[config.mk]
export PLATFORM = sky130hd
export DESIGN_NAME = stratum_size_predictor
export DESIGN_NICKNAME = d
export VERILOG_FILES = /design/src/rtl/stp_pkg.sv /design/src/rtl/stp_cause_decode.sv /design/src/rtl/stp_conf_ctr.sv /design/src/rtl/stp_size_reg.sv /design/src/rtl/stratum_size_predictor.sv
export SDC_FILE = /design/constraint.sdc
export NUM_CORES = 1
export LEC_CHECK = 0
export ABC_AREA = 1
export BUFFER_PORTS_ARGS = -buffer_cell sky130_fd_sc_hd__clkbuf_2
export CORE_MARGIN = 2
export CORE_UTILIZATION = 47
export CTS_CLUSTER_DIAMETER = 120
export DETAILED_ROUTE_END_ITERATION = 10
export MAX_ROUTING_LAYER = met4
export PLACE_DENSITY_LB_ADDON = 0.2
export REMOVE_ABC_BUFFERS = 1
export SLEW_MARGIN = 20
export SYNTH_ARGS = -nofsm -noshare
export SYNTH_HDL_FRONTEND = slang
export SYNTH_SLANG_ARGS = --single-unit
[constraint.sdc]
create_clock -name clk -period 2.4 [get_ports clk]
set_clock_uncertainty 0.2 [all_clocks]
set_input_delay 0 -clock clk [delete_from_list [all_inputs] [get_ports clk]]
set_output_delay 0 -clock clk [all_outputs]
set_load 0.02 [all_outputs]
[src/rtl/stp_pkg.sv]
package stp_pkg;

    typedef enum logic [1:0] {
        STEP_HOLD = 2'd0,
        STEP_UP   = 2'd1,
        STEP_DOWN = 2'd2
    } step_e;

    typedef enum logic [1:0] {
        RESIZE_NONE   = 2'd0,
        RESIZE_GROW   = 2'd1,
        RESIZE_SHRINK = 2'd2
    } resize_e;

    typedef struct packed {
        logic fire;   // epoch closed this cycle
        logic early;  // closed on synchronization or overflow
        logic late;   // closed on budget or for no stated reason
    } end_cause_t;

    function automatic step_e classify(end_cause_t c);
        if (!c.fire)      return STEP_HOLD;
        else if (c.early) return STEP_DOWN;
        else if (c.late)  return STEP_UP;
        else              return STEP_HOLD;
    endfunction

endpackage

[src/rtl/stp_cause_decode.sv]
module stp_cause_decode
    import stp_pkg::*;
(
    input  logic  end_pulse,
    input  logic  sync_end,
    input  logic  ovf_end,
    input  logic  thr_end,
    output step_e step
);
    end_cause_t cause;

    always_comb begin
        cause.fire  = end_pulse;
        cause.early = sync_end | ovf_end;
        cause.late  = thr_end | ~(sync_end | ovf_end);
        step        = classify(cause);
    end
endmodule

[src/rtl/stp_conf_ctr.sv]
module stp_conf_ctr
    import stp_pkg::*;
#(
    parameter int CONF_W = 2
) (
    input  logic    clk,
    input  logic    rst,
    input  step_e   step,
    output resize_e resize
);
    localparam logic [CONF_W-1:0] TOP = CONF_W'((1 << CONF_W) - 1);
    localparam logic [CONF_W-1:0] MID = CONF_W'((1 << (CONF_W - 1)) - 1);
    localparam logic [CONF_W-1:0] ONE = CONF_W'(1);

    logic [CONF_W-1:0] ctr_q, ctr_d;

    always_comb begin
        ctr_d  = ctr_q;
        resize = RESIZE_NONE;
        unique case (step)
            STEP_UP: begin
                if (ctr_q == TOP - ONE) begin
                    resize = RESIZE_GROW;
                    ctr_d  = MID;
                end else begin
                    ctr_d = ctr_q + ONE;
                end
            end
            STEP_DOWN: begin
                if (ctr_q == ONE) begin
                    resize = RESIZE_SHRINK;
                    ctr_d  = MID;
                end else begin
                    ctr_d = ctr_q - ONE;
                end
            end
            default: ;
        endcase
    end

    always_ff @(posedge clk) begin
        if (rst) ctr_q <= MID;
        else     ctr_q <= ctr_d;
    end

    AST_CTR_OFF_RAILS: assert property (@(posedge clk) disable iff (rst)
        (ctr_q != '0) && (ctr_q != TOP));

    AST_RELOAD_MID: assert property (@(posedge clk) disable iff (rst)
        (resize != RESIZE_NONE) |=> (ctr_q == MID));

    AST_HOLD_KEEPS_CTR: assert property (@(posedge clk) disable iff (rst)
        (step == STEP_HOLD) |=> $stable(ctr_q));
endmodule

[src/rtl/stp_size_reg.sv]
module stp_size_reg
    import stp_pkg::*;
#(
    parameter int SIZE_W    = 16,
    parameter int MIN_LOG2  = 4,
    parameter int MAX_LOG2  = 12,
    parameter int INIT_LOG2 = 8,
    localparam int EXP_W    = $clog2(SIZE_W)
) (
    input  logic              clk,
    input  logic              rst,
    input  resize_e           resize,
    output logic [SIZE_W-1:0] size_o
);
    localparam logic [EXP_W-1:0] E_MIN  = EXP_W'(MIN_LOG2);
    localparam logic [EXP_W-1:0] E_MAX  = EXP_W'(MAX_LOG2);
    localparam logic [EXP_W-1:0] E_INIT = EXP_W'(INIT_LOG2);
    localparam logic [EXP_W-1:0] E_ONE  = EXP_W'(1);

    logic [EXP_W-1:0] exp_q, exp_d;

    always_comb begin
        exp_d = exp_q;
        unique case (resize)
            RESIZE_GROW:   if (exp_q < E_MAX) exp_d = exp_q + E_ONE;
            RESIZE_SHRINK: if (exp_q > E_MIN) exp_d = exp_q - E_ONE;
            default: ;
        endcase
    end

    always_ff @(posedge clk) begin
        if (rst) exp_q <= E_INIT;
        else     exp_q <= exp_d;
    end

    assign size_o = SIZE_W'(1) << exp_q;

    AST_EXP_IN_RANGE: assert property (@(posedge clk) disable iff (rst)
        (exp_q >= E_MIN) && (exp_q <= E_MAX));

    AST_GROW_DOUBLES: assert property (@(posedge clk) disable iff (rst)
        (resize == RESIZE_GROW) && (exp_q < E_MAX) |=> exp_q == $past(exp_q) + E_ONE);

    AST_SHRINK_HALVES: assert property (@(posedge clk) disable iff (rst)
        (resize == RESIZE_SHRINK) && (exp_q > E_MIN) |=> exp_q == $past(exp_q) - E_ONE);

    AST_CLAMP_TOP: assert property (@(posedge clk) disable iff (rst)
        (resize == RESIZE_GROW) && (exp_q == E_MAX) |=> $stable(exp_q));

    AST_CLAMP_BOTTOM: assert property (@(posedge clk) disable iff (rst)
        (resize == RESIZE_SHRINK) && (exp_q == E_MIN) |=> $stable(exp_q));
endmodule

[src/rtl/stratum_size_predictor.sv]
module stratum_size_predictor
    import stp_pkg::*;
#(
    parameter int SIZE_W    = 16,
    parameter int MIN_LOG2  = 4,
    parameter int MAX_LOG2  = 12,
    parameter int INIT_LOG2 = 8,
    parameter int CONF_W    = 2
) (
    input  logic              clk,
    input  logic              rst,
    input  logic              end_pulse,
    input  logic              sync_end,
    input  logic              ovf_end,
    input  logic              thr_end,
    output logic [SIZE_W-1:0] size_o
);
    step_e   step;
    resize_e resize;

    stp_cause_decode u_decode (
        .end_pulse (end_pulse),
        .sync_end  (sync_end),
        .ovf_end   (ovf_end),
        .thr_end   (thr_end),
        .step      (step)
    );

    stp_conf_ctr #(.CONF_W(CONF_W)) u_conf (
        .clk    (clk),
        .rst    (rst),
        .step   (step),
        .resize (resize)
    );

    stp_size_reg #(
        .SIZE_W    (SIZE_W),
        .MIN_LOG2  (MIN_LOG2),
        .MAX_LOG2  (MAX_LOG2),
        .INIT_LOG2 (INIT_LOG2)
    ) u_size (
        .clk    (clk),
        .rst    (rst),
        .resize (resize),
        .size_o (size_o)
    );

    AST_IDLE_STABLE: assert property (@(posedge clk) disable iff (rst)
        !end_pulse |=> $stable(size_o));

    AST_EARLY_NO_GROW: assert property (@(posedge clk) disable iff (rst)
        end_pulse && (sync_end || ovf_end) |=> size_o <= $past(size_o));

    AST_LATE_NO_SHRINK: assert property (@(posedge clk) disable iff (rst)
        end_pulse && !sync_end && !ovf_end |=> size_o >= $past(size_o));

    AST_SINGLE_BIT: assert property (@(posedge clk) disable iff (rst)
        $countones(size_o) == 1);

    AST_FACTOR_TWO: assert property (@(posedge clk) disable iff (rst)
        1'b1 |=> (size_o == $past(size_o)) || (size_o == ($past(size_o) << 1))
                 || (size_o == ($past(size_o) >> 1)));
endmodule

======== Word-level counts from Yosys, hierarchy flattened ========
Cells that the tools add are included.
cells by class
  $lt $le $gt $ge ......................... 2
  muxes and demuxes ....................... 12
  equal/unequal tests ..................... 8
  reduce and logical (&&, ||, !) cells .... 3
  shift-type cells ........................ 1
  add/subtract/negate cells ............... 4
  bitwise operators ....................... 3
operators with widths
  kind                                                                              number
  1-bit by 4-bit left shift with 16-bit output (first input constant)               1
  2-bit 2-to-1 mux                                                                  5
  4-bit 2-to-1 mux                                                                  2
  2-bit case mux with 2 select lines                                                2
  4-bit case mux with 2 select lines                                                1
  2-bit by 1-bit equality test with 1-bit output (second input constant)            3
  2-bit equality test (second input constant)                                       3
  4-bit by 1-bit adder with 4-bit output (second input constant)                    1
  4-bit by 3-bit greater-than comparator with 1-bit output (second input constant)  1
  4-bit less-than comparator (second input constant)                                1
  2-bit by 1-bit inequality test with 1-bit output (second input constant)          2
  2-bit nonzero test                                                                2
  4-bit by 1-bit subtractor with 4-bit output (second input constant)               1
  3-bit AND reduction                                                               1
  2-bit by 1-bit adder with 2-bit output (second input constant)                    1
  1-bit 2-to-1 mux                                                                  2
  1-bit bitwise OR                                                                  2
  2-bit by 1-bit subtractor with 2-bit output (second input constant)               1
  1-bit NOT                                                                         1
storage, ports and cells
  flip-flop bits (word level) ............. 6
  logic and storage cells ................. 35
  output and inout bits ................... 16
  input port bits ......................... 6

======== Longest topological paths before layout ========
  word-level depth ........................ 11
  gate-level depth with buffers ........... 13
  mapped depth without buffers ............ 13

======== Hierarchy ========
From an unflattened synthesis, not the netlist that was laid out.
second synthesis, totals
  cell total of the unflattened synthesis .. 118
  area total of the unflattened synthesis .. 693.2 µm²
by module, submodules not included
  module            cells each  times used  sequential area each (µm²)  area an instance (µm²)
  stp_size_reg      79          1           80.1                        442.9
  stp_conf_ctr      32          1           40.0                        221.5
  stp_cause_decode  7           1           0.0                         28.8

======== Least setup slack after synthesis ========
OpenSTA, ideal clock, no wires.
  kind .................................... register to register
  start point ............................. register u_conf.ctr_q[0]
  end point ............................... register u_size.exp_q[2]
  arrival time ............................ 1744 ps
  cell stages (with the launch flop) ...... 13
  required time ........................... 2083 ps
  buffers on the path ..................... 0
  period minus slack after synthesis ...... 2061 ps
  path slack .............................. 339 ps
  setup time .............................. 117 ps
  cells stage by stage .................... dfxtp_1 > inv_1 > ha_1 > nand4_1 > ha_1 > nand2_1 > clkinv_1 > nor2_2 > ha_1 > a21oi_1 > and2_1 > nor3_1 > nor2_1
on the way
  cells in the longest elaborated chain, start to end .. 6
  elaborated cells between the ends (all ways) .. 12
  those cells by class .................... eq/ne: 6; mux: 4; reduce/logical: 2
ends and longest elaborated chain
  element                                                                                                  line                                    text
  from (decl)                                                                                              stp_conf_ctr.sv:15                      logic [CONF_W-1:0] ctr_q, ctr_d;
  from (signal assigned)                                                                                   stp_conf_ctr.sv:43                      else ctr_q <= ctr_d;
  2-bit equality test / 2-bit by 1-bit equality test with 1-bit output (equally long branches)             stp_conf_ctr.sv:22, stp_conf_ctr.sv:30
  1-bit 2-to-1 mux / 2-bit 2-to-1 mux (equally long branches)                                              stp_conf_ctr.sv:22, stp_conf_ctr.sv:30
  2-bit case mux with 2 select lines *                                                                     stp_conf_ctr.sv:20                      unique case (step)
  2-bit equality test / 2-bit by 1-bit equality test with 1-bit output (equally long branches)             stp_size_reg.sv:24                      unique case (resize)
  2-bit by 1-bit inequality test with 1-bit output (no line) / 2-bit nonzero test (equally long branches)  --
  3-bit AND reduction (no line)                                                                            --
  to (signal assigned)                                                                                     stp_size_reg.sv:33                      else exp_q <= exp_d;
  to (decl)                                                                                                stp_size_reg.sv:20                      logic [EXP_W-1:0] exp_q, exp_d;
Every way passes the cells marked *; elsewhere a longest branch is shown, timed or not.
A chain may end at the register's enable or synchronous reset.

======== Worst setup path in the final report ========
  start point ............................. input end_pulse
  end point ............................... register u_size.exp_q[2]
on the way
  cells in the longest elaborated chain, start to end .. 6
  elaborated cells between the ends (all ways) .. 11
  those cells by class .................... eq/ne: 6; mux: 3; reduce/logical: 2
ends and longest elaborated chain
  element                                                                                                  line                          text
  from (decl)                                                                                              stratum_size_predictor.sv:12  input logic end_pulse,
  2-bit 2-to-1 mux *                                                                                       stp_pkg.sv:22                 if (!c.fire) return STEP_HOLD;
  2-bit equality test / 2-bit by 1-bit equality test with 1-bit output (equally long branches)             stp_conf_ctr.sv:20
  2-bit case mux with 2 select lines *                                                                     stp_conf_ctr.sv:20
  2-bit equality test / 2-bit by 1-bit equality test with 1-bit output (equally long branches)             stp_size_reg.sv:24
  2-bit by 1-bit inequality test with 1-bit output (no line) / 2-bit nonzero test (equally long branches)  --
  3-bit AND reduction (no line)                                                                            --
Marks and branches as above.

==> results.toml <==
[clock_network]
root_buffer = "clkbuf_4"
cts_tree = "built"
path_clk_slew_ps = 40
cts.sinks = 6
clk_path_buf_depth = 2
cts_max_level = 1
worstSkewPairLatency_ps = 240
cts_buffers = 3
cts_setup_buffers = 0

[synthesis]
netlist-cell-type-count = 23
synth_ff_type = "dfxtp_1"
syn-cell-area_um2 = 628
ys_ff_latch = 6
synth_simple_gate_area_share_pct = 38.8
postSynth.asyncResetShare_pct = 0
synthCells = 101
avgSynthCellArea_um2 = 6.22
synth-adder-area-share_pct = 15.9
synth_xor_area_share_pct = 1.39
yosysWarnings = 0
synth_compound_area_share_pct = 10.2
synth_mux_area_share_pct = 0
ys_seq_area_share_pct = 19.1
synth_edf_count = 0
synth_top_family_by_area = "simple AND/OR/NAND/NOR gates"

[power_and_ir_drop]
ir_drop_mv = 0.478
p_switching_uw = 157
seqPwrFrac_pct = 33.0
switching_share_pct = 40.8
intPower_uw = 228
p_comb_share_pct = 43.4
finalPower_uw = 386
clockPowerShare_pct = 23.5
power_density_nw_per_um2 = 477
p_leak_uw = 0.000439

[final_layout]
area_growth_pct = 28.7
layout_common_cells = "clkbuf_2, nand2_1, nor2_1"
final_cell_area_um2 = 808
nFillCells = 135
insertedDiodeCount = 0
drive_gt1_share_pct = 30.7
seq_area_um2 = 120
layout_commonest_cell = "clkbuf_2"
final_nets = 143
multi_input_area_um2 = 423

[timing]
fmax_mhz = 443
setup_viol = 0
finalCritPeriodShare_pct = 94.1
worst_pin_slew_ps = 325
relSlewSlack_pct = 78.3
period_minus_slack_ps = 2260
fin_tns_setup_ps = 0
finalHoldViolCount = 0
holdWs_ps = 74.5
slew_violations = 0

[routing]
routed-via-count = 705
drt-initial-drc-count = 0
drc = 0
drt-met1-wl_um = 637
post_drt_wl_per_cell_um = 10.6
wl_met3_um = 67
dr_wl_met2_um = 803
dr.max_layer_used = "met3"
via_per_inst = 4.96
first_pass_iters = 1
antenna_left = 0
wl_um = 1510

[floorplan]
die-height_um = 40.6
rows = 13
die_area_um2 = 1640
initial_core_util_pct = 49.5
num_io_pins = 22
core_area_um2 = 1270
die_w_um = 40.6

[place]
gp_congestion = 0.759
dp_hpwl_um = 1160
io_buffer_count = 20
placed_area_um2 = 749

[global_route]
antenna_found_initial = 0
grt.overflow.total = 0
grt_pass1_vias = 558
grt_usage_pct = 21.5
grt_max_degree = 15
grt_pass1_wl_um = 2280

[worst_setup_path]
path_cells = "dlygate4sd3_1, clkbuf_2, inv_1, a21oi_2, nand2_1, inv_1, ha_2, nand2_1, clkinv_1, nor2_2, ha_1, a21oi_1, nor2_1, nor3_1, nor2_1"
critPathLaunchType = "primary input"
worstSetupEndpointType = "flop"
critical_path_arrival_ps = 2190
path_buf_inv = 5
cpMaxStageDelayCell = "dlygate4sd3_1"
critPathKind = "primary input to flop"
cp_top_family = "buffers and inverters"
required_ps = 2330
slowest_delay_ps = 520
cp_max_fo = 5

[run]
max_cap_violations = 0

[worst_hold_path]
hold_class = "primary input to flop"

[outcome]
run_status = "completed"
==> sequential cells by signal, indices dropped and copies added (netlist names) <==
name	count
u_conf.ctr_q	2
u_size.exp_q	4
==> stage by stage <==
step / instances / worst slack (ps) / util (%)
floorplan: 99 / 339 / -
global placement: 136 / 212 / 59.1
detailed placement: 136 / 170 / 59.1
CTS: 142 / 58.9 / 63.2
global route: 142 / -1.20 / 63.7
finish: 142 / 142 / 63.7
==> final cells by class <==
class | instances | area share, %
inverters | 21 | 9.75
flip-flops and latches | 6 | 14.9
repair buffers | 25 | 18.0
multi-input cells | 72 | 52.3
clock buffers | 3 | 2.79
well taps | 15 | 2.32
==> cell families (layout without fill, tap and decap cells) <==
kind of cell               after synthesis  after routing
and+or+nand+nor                         53             53
buffers and inverters                   23             49
AOI/OAI and AO/OA                       10             10
adders and majority gates                8              8
DFF                                      6              6
xor gates and xnor gates                 1              1
==> final timing paths <==
kind	from	to	slack [ps]	cells past startpoint
worst max register to register	u_conf.ctr_q[0]	u_size.exp_q[2]	150	12
worst min-delay path	ovf_end	u_conf.ctr_q[1]	70	6
worst min register to register	u_size.exp_q[0]	u_size.exp_q[0]	380	2
worst max-delay path	end_pulse	u_size.exp_q[2]	140	15
==> power by group through the flow <==
stage | combinational, µW | sequential [µW] | clock, µW
after floorplan | 114 | 129 | 0
after global placement | 156 | 128 | 0
after detailed placement | 160 | 129 | 0
after CTS | 166 | 127 | 94.1
after global routing | 190 | 129 | 99.6
final | 167 | 127 | 90.8
==> cells in the mapped netlist, types with 3 or more instances <==
library cell | number | area, µm²
dfxtp_1 | 6 | 120
ha_1 | 8 | 100
nand2_1 | 17 | 63.8
nor2_1 | 15 | 56.3
nand2_2 | 3 | 18.8
a21oi_1 | 4 | 20.0
inv_1 | 13 | 48.8
nand3_1 | 4 | 20.0
o21ai_0 | 3 | 15.0
nor3_1 | 9 | 45.0
inv_2 | 5 | 18.8
clkinv_1 | 3 | 11.3
==> per-layer routing <==
| metal | track usage, % | up-vias |
|---|---|---|
| met5 | - | - |
| met4 | 1.67 | 0 |
| met3 | 6.67 | 0 |
| met2 | 40.1 | 18 |
| met1 | 22.8 | 315 |
| li1 | - | 372 |
==> worst reg2reg max path, cell delays in order, from the launching register on <==
cell	delay, ps
dfxtp_1	430
inv_1	70
ha_1	190
nand4_1	120
ha_2	260
nand2_1	70
clkinv_1	70
nor2_2	40
ha_1	170
a21oi_1	150
nor2_1	70
nor3_1	240
nor2_1	70
==> what timing repair did <==
action                                  4_1_cts  5_1_grt
endpoints found under the hold margin         6        0
endpoints found under the setup margin        0        2
hold buffers                                  3        0
resized for setup                             0        2
No activity file was read; power rests on OpenSTA's default activity.
